==> src/rtl/tmr_pkg.sv <==
package tmr_pkg;
  localparam logic [2:0] CM_EDGE = 3'b001;
  localparam logic [2:0] CM_TRIG = 3'b110;
  localparam logic [2:0] OM_TOGGLE = 3'b011;
  localparam logic [2:0] OM_GATE = 3'b111;

  localparam logic [2:0] A_CTRL = 3'd0;
  localparam logic [2:0] A_STAT = 3'd1;
  localparam logic [2:0] A_CNT  = 3'd2;
  localparam logic [2:0] A_LOAD = 3'd3;
  localparam logic [2:0] A_CMPA = 3'd4;
  localparam logic [2:0] A_CMPB = 3'd5;

  typedef struct packed {
    logic       irq_en;
    logic       cmp_sel;
    logic       src_ext;
    logic [2:0] psc;
    logic [2:0] out_mode;
    logic [2:0] cnt_mode;
  } ctrl_t;
endpackage

==> src/rtl/tmr_sync.sv <==
module tmr_sync (
  input  logic clk_i,
  input  logic rst_ni,
  input  logic d_i,
  output logic sync_o,
  output logic dly_o
);
  logic s1_q, s2_q, s3_q;
  always_ff @(posedge clk_i or negedge rst_ni) begin
    if (!rst_ni) begin
      s1_q <= 1'b0;
      s2_q <= 1'b0;
      s3_q <= 1'b0;
    end else begin
      s1_q <= d_i;
      s2_q <= s1_q;
      s3_q <= s2_q;
    end
  end
  assign sync_o = s2_q;
  assign dly_o  = s3_q;
endmodule

==> src/rtl/tmr_prescale.sv <==
module tmr_prescale #(
  parameter int PSC_W = 3
) (
  input  logic             clk_i,
  input  logic             rst_ni,
  input  logic [PSC_W-1:0] psc_i,
  output logic             tick_o,
  output logic             lvl_o
);
  localparam int PRE_W = 1 << PSC_W;

  logic [PRE_W-1:0] pre_q, mask;

  always_ff @(posedge clk_i or negedge rst_ni) begin
    if (!rst_ni) pre_q <= '0;
    else         pre_q <= pre_q + PRE_W'(1);
  end

  assign mask   = (PRE_W'(1) << psc_i) - PRE_W'(1);
  assign tick_o = (pre_q & mask) == mask;
  assign lvl_o  = (psc_i == '0) ? 1'b1 : pre_q[psc_i - PSC_W'(1)];
endmodule

==> src/rtl/tmr_count_core.sv <==
module tmr_count_core
  import tmr_pkg::*;
#(
  parameter int CNT_W = 16
) (
  input  logic             clk_i,
  input  logic             rst_ni,
  input  logic [2:0]       mode_i,
  input  logic             tick_i,
  input  logic             trig_i,
  input  logic [CNT_W-1:0] cmp_i,
  input  logic [CNT_W-1:0] load_i,
  input  logic             cnt_we_i,
  input  logic [CNT_W-1:0] cnt_wdata_i,
  output logic [CNT_W-1:0] cnt_o,
  output logic             run_o,
  output logic             evt_o
);
  logic [CNT_W-1:0] cnt_q, nxt;
  logic pend_q, act_q, start, step;

  assign run_o = (mode_i == CM_EDGE) || (mode_i == CM_TRIG && act_q);
  assign start = (mode_i == CM_TRIG) && trig_i && !act_q;
  assign step  = run_o && tick_i;
  // latched match decides the reload, not a fresh compare
  assign nxt   = pend_q ? load_i : cnt_q + CNT_W'(1);
  assign evt_o = step && !cnt_we_i && (nxt == cmp_i);

  always_ff @(posedge clk_i or negedge rst_ni) begin
    if (!rst_ni) begin
      cnt_q  <= '0;
      pend_q <= 1'b0;
    end else if (cnt_we_i) begin
      cnt_q  <= cnt_wdata_i;
      pend_q <= 1'b0;
    end else if (start) begin
      cnt_q  <= load_i;
      pend_q <= 1'b0;
    end else if (step) begin
      cnt_q  <= nxt;
      pend_q <= (nxt == cmp_i);
    end
  end

  always_ff @(posedge clk_i or negedge rst_ni) begin
    if (!rst_ni)                 act_q <= 1'b0;
    else if (mode_i != CM_TRIG)  act_q <= 1'b0;
    else if (start)              act_q <= 1'b1;
    else if (evt_o)              act_q <= 1'b0;
  end

  assign cnt_o = cnt_q;


  reload_chk: assert property (@(posedge clk_i) disable iff (!rst_ni)
    step && pend_q && !cnt_we_i |=> cnt_q == $past(load_i));

  evt_value_chk: assert property (@(posedge clk_i) disable iff (!rst_ni)
    evt_o |=> cnt_q == $past(cmp_i));

  idle_hold_chk: assert property (@(posedge clk_i) disable iff (!rst_ni)
    mode_i == CM_TRIG && !act_q && !trig_i && !cnt_we_i |=> $stable(cnt_q));

  run_hold_chk: assert property (@(posedge clk_i) disable iff (!rst_ni)
    mode_i == CM_TRIG && act_q && !evt_o |=> act_q);
endmodule

==> src/rtl/tmr_chan.sv <==
module tmr_chan
  import tmr_pkg::*;
#(
  parameter int CNT_W  = 16,
  parameter int PSC_W  = 3,
  parameter int ADDR_W = 3
) (
  input  logic              clk_i,
  input  logic              rst_ni,
  input  logic              bus_we_i,
  input  logic              bus_re_i,
  input  logic [ADDR_W-1:0] bus_addr_i,
  input  logic [CNT_W-1:0]  bus_wdata_i,
  output logic [CNT_W-1:0]  bus_rdata_o,
  input  logic              prim_i,
  input  logic              sec_i,
  output logic              oflag_o,
  output logic              irq_o
);
  localparam int N_IN = 2;
  localparam int CTRL_W = $bits(ctrl_t);

  ctrl_t ctrl_q;
  logic [CNT_W-1:0] load_q, cmpa_q, cmpb_q, cnt, cmp_act, rdata_q;
  logic flag_q, oflag_q, run, evt;
  logic [N_IN-1:0] raw, lvl, dly, rise;
  logic pre_tick, pre_lvl, tick, prim_lvl;

  assign raw = {sec_i, prim_i};
  for (genvar g = 0; g < N_IN; g++) begin : g_in
    tmr_sync i_sync (
      .clk_i (clk_i), .rst_ni(rst_ni), .d_i(raw[g]),
      .sync_o(lvl[g]), .dly_o(dly[g])
    );
    assign rise[g] = lvl[g] && !dly[g];
  end

  tmr_prescale #(.PSC_W(PSC_W)) i_psc (
    .clk_i(clk_i), .rst_ni(rst_ni), .psc_i(ctrl_q.psc),
    .tick_o(pre_tick), .lvl_o(pre_lvl)
  );

  assign tick     = ctrl_q.src_ext ? rise[0] : pre_tick;
  assign prim_lvl = ctrl_q.src_ext ? lvl[0] : pre_lvl;
  assign cmp_act  = ctrl_q.cmp_sel ? cmpb_q : cmpa_q;

  tmr_count_core #(.CNT_W(CNT_W)) i_core (
    .clk_i(clk_i), .rst_ni(rst_ni), .mode_i(ctrl_q.cnt_mode),
    .tick_i(tick), .trig_i(rise[1]), .cmp_i(cmp_act), .load_i(load_q),
    .cnt_we_i(bus_we_i && bus_addr_i == A_CNT), .cnt_wdata_i(bus_wdata_i),
    .cnt_o(cnt), .run_o(run), .evt_o(evt)
  );

  always_ff @(posedge clk_i or negedge rst_ni) begin
    if (!rst_ni) begin
      ctrl_q <= '0;
      load_q <= '0;
      cmpa_q <= '0;
      cmpb_q <= '0;
    end else if (bus_we_i) begin
      case (bus_addr_i)
        A_CTRL:  ctrl_q <= ctrl_t'(bus_wdata_i[CTRL_W-1:0]);
        A_LOAD:  load_q <= bus_wdata_i;
        A_CMPA:  cmpa_q <= bus_wdata_i;
        A_CMPB:  cmpb_q <= bus_wdata_i;
        default: ;
      endcase
    end
  end

  always_ff @(posedge clk_i or negedge rst_ni) begin
    if (!rst_ni) flag_q <= 1'b0;
    else if (evt) flag_q <= 1'b1;
    else if (bus_we_i && bus_addr_i == A_STAT && bus_wdata_i[0]) flag_q <= 1'b0;
  end

  always_ff @(posedge clk_i or negedge rst_ni) begin
    if (!rst_ni) oflag_q <= 1'b0;
    else begin
      case (ctrl_q.out_mode)
        OM_TOGGLE: oflag_q <= oflag_q ^ evt;
        OM_GATE:   oflag_q <= prim_lvl && run;
        default:   oflag_q <= 1'b0;
      endcase
    end
  end

  always_ff @(posedge clk_i or negedge rst_ni) begin
    if (!rst_ni) rdata_q <= '0;
    else if (bus_re_i) begin
      case (bus_addr_i)
        A_CTRL:  rdata_q <= CNT_W'(ctrl_q);
        A_STAT:  rdata_q <= CNT_W'({oflag_q, run, flag_q});
        A_CNT:   rdata_q <= cnt;
        A_LOAD:  rdata_q <= load_q;
        A_CMPA:  rdata_q <= cmpa_q;
        A_CMPB:  rdata_q <= cmpb_q;
        default: rdata_q <= '0;
      endcase
    end
  end

  assign bus_rdata_o = rdata_q;
  assign oflag_o     = oflag_q;
  assign irq_o       = flag_q && ctrl_q.irq_en;


  flag_set_chk: assert property (@(posedge clk_i) disable iff (!rst_ni)
    evt |=> flag_q);

  gate_quiet_chk: assert property (@(posedge clk_i) disable iff (!rst_ni)
    ctrl_q.out_mode == OM_GATE && !run |=> !oflag_o);

  toggle_chk: assert property (@(posedge clk_i) disable iff (!rst_ni)
    ctrl_q.out_mode == OM_TOGGLE && !evt |=> $stable(oflag_o));
endmodule

==> config.mk <==
export PLATFORM = sky130hd
export DESIGN_NAME = tmr_chan
export DESIGN_NICKNAME = d
export VERILOG_FILES = /design/src/rtl/tmr_pkg.sv /design/src/rtl/tmr_sync.sv /design/src/rtl/tmr_prescale.sv /design/src/rtl/tmr_count_core.sv /design/src/rtl/tmr_chan.sv
export SDC_FILE = /design/constraint.sdc
export NUM_CORES = 1
export LEC_CHECK = 0
export BUFFER_PORTS_ARGS = -buffer_cell sky130_fd_sc_hd__clkbuf_2
export CORE_UTILIZATION = 55
export DETAILED_ROUTE_END_ITERATION = 10
export PLACE_DENSITY_LB_ADDON = 0.05
export RECOVER_POWER = 100
export SKIP_LAST_GASP = 1
export SLEW_MARGIN = 10
export SYNTH_ARGS = -nofsm -noshare
export SYNTH_HDL_FRONTEND = slang
export SYNTH_SLANG_ARGS = --single-unit
==> constraint.sdc <==
create_clock -name clk_i -period 3 [get_ports clk_i]
set_clock_uncertainty 0.2 [all_clocks]
set_input_delay 0.45 -clock clk_i [delete_from_list [all_inputs] [get_ports clk_i]]
set_output_delay 0.45 -clock clk_i [all_outputs]
set_load 0.02 [all_outputs]
==> run metrics, run 1 <==
run status=complete, but fails checks; failing checks=capacitance limit, slew limit, setup timing; Psw=around 1.9 mW; core area=approximately 11000 um^2; number of enable flip-flop cells after synthesis=0; Seq/Total Area, Yosys=between 40% and 50%; row count=38; CP delay by family, top=simple AND/OR/NAND/NOR gates; Crit path depth=10; Mean Syn Cell Area=about 10 um^2; Critical R2R Capture=oflag_o; dpl hpwl=~13 mm; Slowest cell on crit path=or4b_4; setup ws final=-17.5 ps; adder and majority cell fraction of the synthesized area=around 1.4%; CTS tree=built; Clock Root Buffer=clkbuf_16; Net Count, Synth=around 650; Die Ht=between 100 and 150 um; # clock sinks=110; die width=~110 um; max-slew violation count=34; I/O Pins=between 40 and 50; Synth Area in Compound Gates=16.1%; endpoint class of the critical path=flip-flop; placed cells=roughly 820; global route overflow=0; die area=roughly 12000 um^2; Yosys reg bits=110; Max-slew headroom=-20.5%; most used flip-flop cell after synthesis=dfrtp_1; Skew-Pair Late Insertion Delay=about 360 ps; most frequent cell after synthesis=dfrtp_1; setup TNS=-17.5 ps; number of buffers and inverters on the critical path=1; ANT cells=0; Final min period=roughly 3000 ps; Residual DRC=0; mux cell area share after synthesis=18.2%; hold_sp=bus_wdata_i[12]; cells along the critical path=inv_4, ha_4, nor2_1, a2111o_1, nor3_2, o221ai_2, or4b_1, or4b_4, mux2i_1, nand2_1; CP arrival=3060 ps; Area Growth Syn to Fin=17.3%; Register-to-Register Path Depth=10; CP required=between 3000 and 4000 ps; # setup viols final=1; largest net degree at the start of global routing=between 40 and 50; final period utilization=101%; Post-Synth XOR/XNOR Area=between 3 and 4%; top post-synthesis cells by area=dfrtp_1 44%, mux2_2 11%, mux2i_1 6.1%; crit path kind=flip-flop to flip-flop; Max clock buf depth=2; cts bufs inserted=9; routed vias/inst=6.24; clock transition at the registers of the reported paths=70 ps; layout cells sized above 1=~25%; peak supply drop=between 500 and 600 uV; Power, Total=5.17 mW; first-pass GRT wire length=approximately 28 mm; CP max FO=5; leakage=roughly 3.1 nW; Tightest Hold Check Type=input port to flip-flop; first drt pass iteration count=5; Setup crit end=oflag_o; Power Dens Cells=about 700 nW/um^2; PortBufs=42; post-route ant nets=0; Final Hold Fails=0; # H-tree levels=3; Nets=approximately 730; Distinct cells, synth=56; RR Startpoint=ctrl_q[6]; Mapped Area=between 6000 and 7000 um^2; RSZ-0062 raised after global routing=yes; worst slack at placement=-33.0 ps; routability cong.=about 0.92; Non-Filler Instances=~850; DR vias=5280; WL per Instance=about 21 um; clock share of power=between 20% and 30%; number of global-route vias before repair=~5300; logic gate share of total power=about 37%; Post-Synth Simple-Gate Area=about an eighth; initial antenna violation count=0; Ys Warns=0; Least-Margin Pin Slew=around 1800 ps; Pint=roughly 3.3 mW; main combinational cell family by area after synthesis=multiplexers; Final Core Density=about two thirds; Iter 0 DRT Violations=about 340; CP max stage delay=550 ps; worst setup path startpoint=ctrl_q[6]; R2R Setup Slk=-20 ps; placed inst area=7010 um^2; Fin Hold WS=roughly 150 ps; sequential share of power=between 40 and 50%; Sw Share=36.6%; Post-Synthesis Cells=roughly 620; Critical Path Start Type=flip-flop; Async SR Flop Fraction=100%; post-synth top area cell=dfrtp_1; Max Clock Freq=~0.33 GHz; area share of the largest cell type after synthesis=between 40% and 50%; max-cap violations=1; GRT Total Usage=approximately a third; Starting Density=57.2%; Routed WL=17.6 mm; final std cell area, no fill=between 7000 and 8000 um^2; synth cell count leaders=110 x dfrtp_1, 61 x mux2_2, 55 x nand2_1, 41 x nor2_1, 38 x mux2i_1
## kinds of logic after synthesis
family          after synthesis
compound gates              149
buf+inv                      58
xor+xnor                     25
simple gates                168
flops                       110
mux                         102
fa+ha+maj                     7
## flip-flops by register name (all words and copies together), names as in the netlist
name and count:
i_core.act_q 1, load_q 16, g_in.i_sync.s1_q 2, i_core.pend_q 1, cmpa_q 16, bus_rdata_o 16, g_in.i_sync.dly_o 2, i_psc.pre_q 8
i_core.cnt_o 16, flag_q 1, ctrl_q 12, oflag_o 1, cmpb_q 16, g_in.i_sync.sync_o 2
## final cells by class
type / count / area, um^2
Fill cell: 914 / 3600
Multi-Input combinational cell: 451 / 3350
Sequential cell: 110 / 2750
Timing Repair Buffer: 110 / 697
Clock buffer: 10 / 229
Tap cell: 140 / 175
Inverter: 19 / 73.8
Clock inverter: 6 / 51.3
## what timing repair did
action                                  CTS  global route
endpoints found under the setup margin    1             8
resized for setup                         3            11
hold buffers                              3             0
hold endpoints to repair                 33             0
setup buffers                             1             2
pin swaps                                 1             6
## cell usage in the layout (no fill, tap or decap), drive strengths merged, types with 5 or more instances in the layout
cell type    n
inv         24
nand4        7
nor2        41
nand3       14
a21oi       27
ha           7
mux2        61
nor3         9
a31oi       10
o22ai       17
o31ai        7
dfrtp      110
o21ai       30
mux2i       38
and3         5
buf         56
xor2         9
or4          5
nor4         6
o21a         8
o221ai       9
xnor2       16
a221oi      11
clkbuf      61
nand2       55
nand2b       8
## worst min path at each step
stage	end	slack, ps	depth (start not counted)
finish	i_core.cnt_o[12]	150	2
floorplan	bus_rdata_o[0]	-50	0
CTS	i_core.cnt_o[12]	140	2
global route	i_core.cnt_o[13]	160	3
detailed placement	g_in[0].i_sync.sync_o	130	0
global placement	g_in[1].i_sync.sync_o	130	0
## power groups by stage
stage          registers [mW]  clock network [mW]  logic [mW]
2_1_floorplan            2.07                   0        1.21
3_3_place_gp             2.10                   0        1.83
3_5_place_dp             2.11                   0        1.87
4_1_cts                  2.08                1.18        1.89
5_1_grt                  2.14                1.22        2.08
6_report                 2.10                1.14        1.93
## metal layers
layer | wire length (um) | share of wire, % | GRT usage [%] | vias up
met5 | 0 | 0 | 0 | -
met4 | 697 | 4.0 | 14.9 | 0
met3 | 1040 | 5.9 | 5.38 | 42
met2 | 8250 | 47 | 51.3 | 187
met1 | 7640 | 43 | 42.4 | 2602
li1 | - | - | - | 2449
(Power assumes the default switching activity.)
==> run 2: changes to the inputs <==
--- a/config.mk
+++ b/config.mk
@@ -6,10 +6,12 @@
 export NUM_CORES = 1
 export LEC_CHECK = 0
 export BUFFER_PORTS_ARGS = -buffer_cell sky130_fd_sc_hd__clkbuf_2
+export CORE_MARGIN = 2
 export CORE_UTILIZATION = 55
 export DETAILED_ROUTE_END_ITERATION = 10
 export PLACE_DENSITY_LB_ADDON = 0.05
 export RECOVER_POWER = 100
+export SKIP_CTS_REPAIR_TIMING = 1
 export SKIP_LAST_GASP = 1
 export SLEW_MARGIN = 10
 export SYNTH_ARGS = -nofsm -noshare
==> run 2 against run 1 <==
  * The flow finishes with violations (setup timing)
  * Register-to-register slack about the same
  * Clock-buffer cell count unchanged
  * Clock power is 4% higher
  * Core utilization shrank 0.64 points
  * Setup slack improved by 11 ps
  * Sequential power about the same
==> run metrics, run 2 (synthesis gave the netlist of run 1 again) <==
Max-slew headroom=29.7% (+50 points); failing checks=setup timing; leakage=3.07 nW (-0.17%); Tightest Hold Check Type=flip-flop to flip-flop; Area Growth Syn to Fin=16.7%; Clock Root Buffer=clkbuf_16; Sw Share=36.9% (+0.24 points); # setup viols final=1 (unchanged); Least-Margin Pin Slew=1050 ps (-754 ps); Power Dens Cells=715 nW/um^2 (+1.4%); setup TNS=-6.69 ps (+10.8 ps); I/O Pins=43 (unchanged); ANT cells=0 (unchanged); most common cell after layout, fill and taps aside=dfrtp_1; crit path kind=flip-flop to flip-flop; DR vias=5348 (+1.3%); # H-tree levels=3 (unchanged); clock share of power=22.7% (+0.6 points); max-slew violation count=0 (-100%); die width=111 um (+1.8%); die area=12200 um^2 (+3.7%); initial antenna violation count=0 (unchanged); CTS tree=built; run status=complete, but fails checks; hold_sp=g_in[1].i_sync.s1_q; Residual DRC=0 (unchanged); Register-to-Register Path Depth=9 (-1); # clock sinks=110 (unchanged); Final Core Density=66.4% (-0.64 points); WL per Instance=21.4 um (+2.8%); cells along the critical path=buf_6, o21ba_1, a2111o_1, nor3_2, o221ai_2, or4b_1, or4b_4, mux2i_1, nand2_1; CP required=3050 ps (about the same); Power, Total=5.21 mW (+0.86%); sequential share of power=40.3% (-0.3 points); final period utilization=100% (-0.36 points); endpoint class of the critical path=flip-flop; R2R Setup Slk=-7 ps (about the same); GRT Total Usage=30.7% (-1.3 points); post-route ant nets=0 (unchanged); Fin Hold WS=152 ps (+2.54 ps); most frequent cells in the layout=109 x dfrtp_1, 60 x mux2_2, 53 x nand2_1; PortBufs=42 (unchanged); Max Clock Freq=0.333 GHz (+0.36%); Critical R2R Capture=oflag_o; CP max stage delay=530 ps (-20 ps); core area=11000 um^2 (+0.43%); Die Ht=111 um (+1.8%); Final Hold Fails=0 (unchanged); RR Startpoint=ctrl_q[7]; cts bufs inserted=9 (unchanged); clock transition at the registers of the reported paths=70 ps (about the same); routability cong.=0.929 (+1.0%); Routed WL=18.1 mm (+2.4%); CP arrival=3060 ps (about the same); dpl hpwl=13.1 mm (+0.74%); CP max FO=4 (-1); Final min period=3010 ps (-10.8 ps); Hold Path Sink=g_in[1].i_sync.sync_o; routed vias/inst=6.34 (+1.6%); first-pass GRT wire length=29.4 mm (+5.1%); Max clock buf depth=2 (unchanged); RSZ-0062 raised after global routing=yes; Slowest cell on crit path=or4b_4; first drt pass iteration count=5 (unchanged); Critical Path Start Type=flip-flop; Psw=1.92 mW (+1.5%); max-cap violations=0 (-1); Starting Density=56.9% (-0.25 points); setup ws final=-6.69 ps (+10.8 ps); number of global-route vias before repair=5477 (+3.0%); largest net degree at the start of global routing=50 (+2.0%); Nets=730 (-0.41%); global route overflow=0 (unchanged); Skew-Pair Late Insertion Delay=360 ps (about the same); row count=38 (unchanged); layout cells sized above 1=24.6% (-0.46 points); Hold Path Cell Cnt=0 (-2); logic gate share of total power=36.9% (-0.4 points); peak supply drop=670 uV (+33%); Iter 0 DRT Violations=492 (+46%); Pint=3.29 mW (+0.48%)
run 2: worst max path at each step:
stage | startpoint | end | slack (ps)
2_1_floorplan | ctrl_q[6] | oflag_o | 20
6_report | ctrl_q[7] | oflag_o | -7
5_1_grt | ctrl_q[7] | oflag_o | -150
3_3_place_gp | i_core.cnt_o[0] | oflag_o | -0.9
3_5_place_dp | i_core.cnt_o[1] | oflag_o | -20
4_1_cts | i_core.cnt_o[0] | oflag_o | -40
run 2: metal layers:
layer | vias to the layer above | GRT usage, % | routed length, um
met2 | 195 | 47.2 | 8210
met4 | 0 | 13.6 | 609
met5 | - | 0 | 0
li1 | 2448 | - | -
met1 | 2656 | 41.8 | 7970
met3 | 49 | 6.75 | 1270
run 2: metrics by stage:
stage | instance area, um^2 | instances | setup slack (ps)
floorplan | 6270 | 619 | 22.5
global placement | 6990 | 822 | -0.896
detailed placement | 6990 | 822 | -18.2
CTS | 7290 | 838 | -40.4
global route | 7290 | 843 | -151
finish | 7290 | 843 | -6.69
run 2: final cells by class:
type	count	area, um^2
inverters	19	71.3
multi-input cells	451	3340
well taps	140	175
clock inverters	6	52.6
repair buffers	107	664
clock buffers	10	239
flip-flops and latches	110	2750
fillers	916	3690
run 2: power by group through the flow:
| stage | clock network (mW) | registers (mW) | logic, mW |
|---|---|---|---|
| 6_report | 1.19 | 2.10 | 1.92 |
| 5_1_grt | 1.27 | 2.14 | 2.09 |
| 4_1_cts | 1.21 | 2.09 | 1.88 |
| 3_5_place_dp | 0 | 2.11 | 1.87 |
| 3_3_place_gp | 0 | 2.10 | 1.85 |
| 2_1_floorplan | 0 | 2.07 | 1.21 |
run 2: worst max-delay path, delay by kind of cell (launching register included):
family | cells | cell delay [ps]
multiplexers | 1 | 160
buffers and inverters | 1 | 140
AND/OR/NAND/NOR | 4 | 1310
AO/OA/AOI/OAI | 3 | 670
flip-flops | 1 | 420
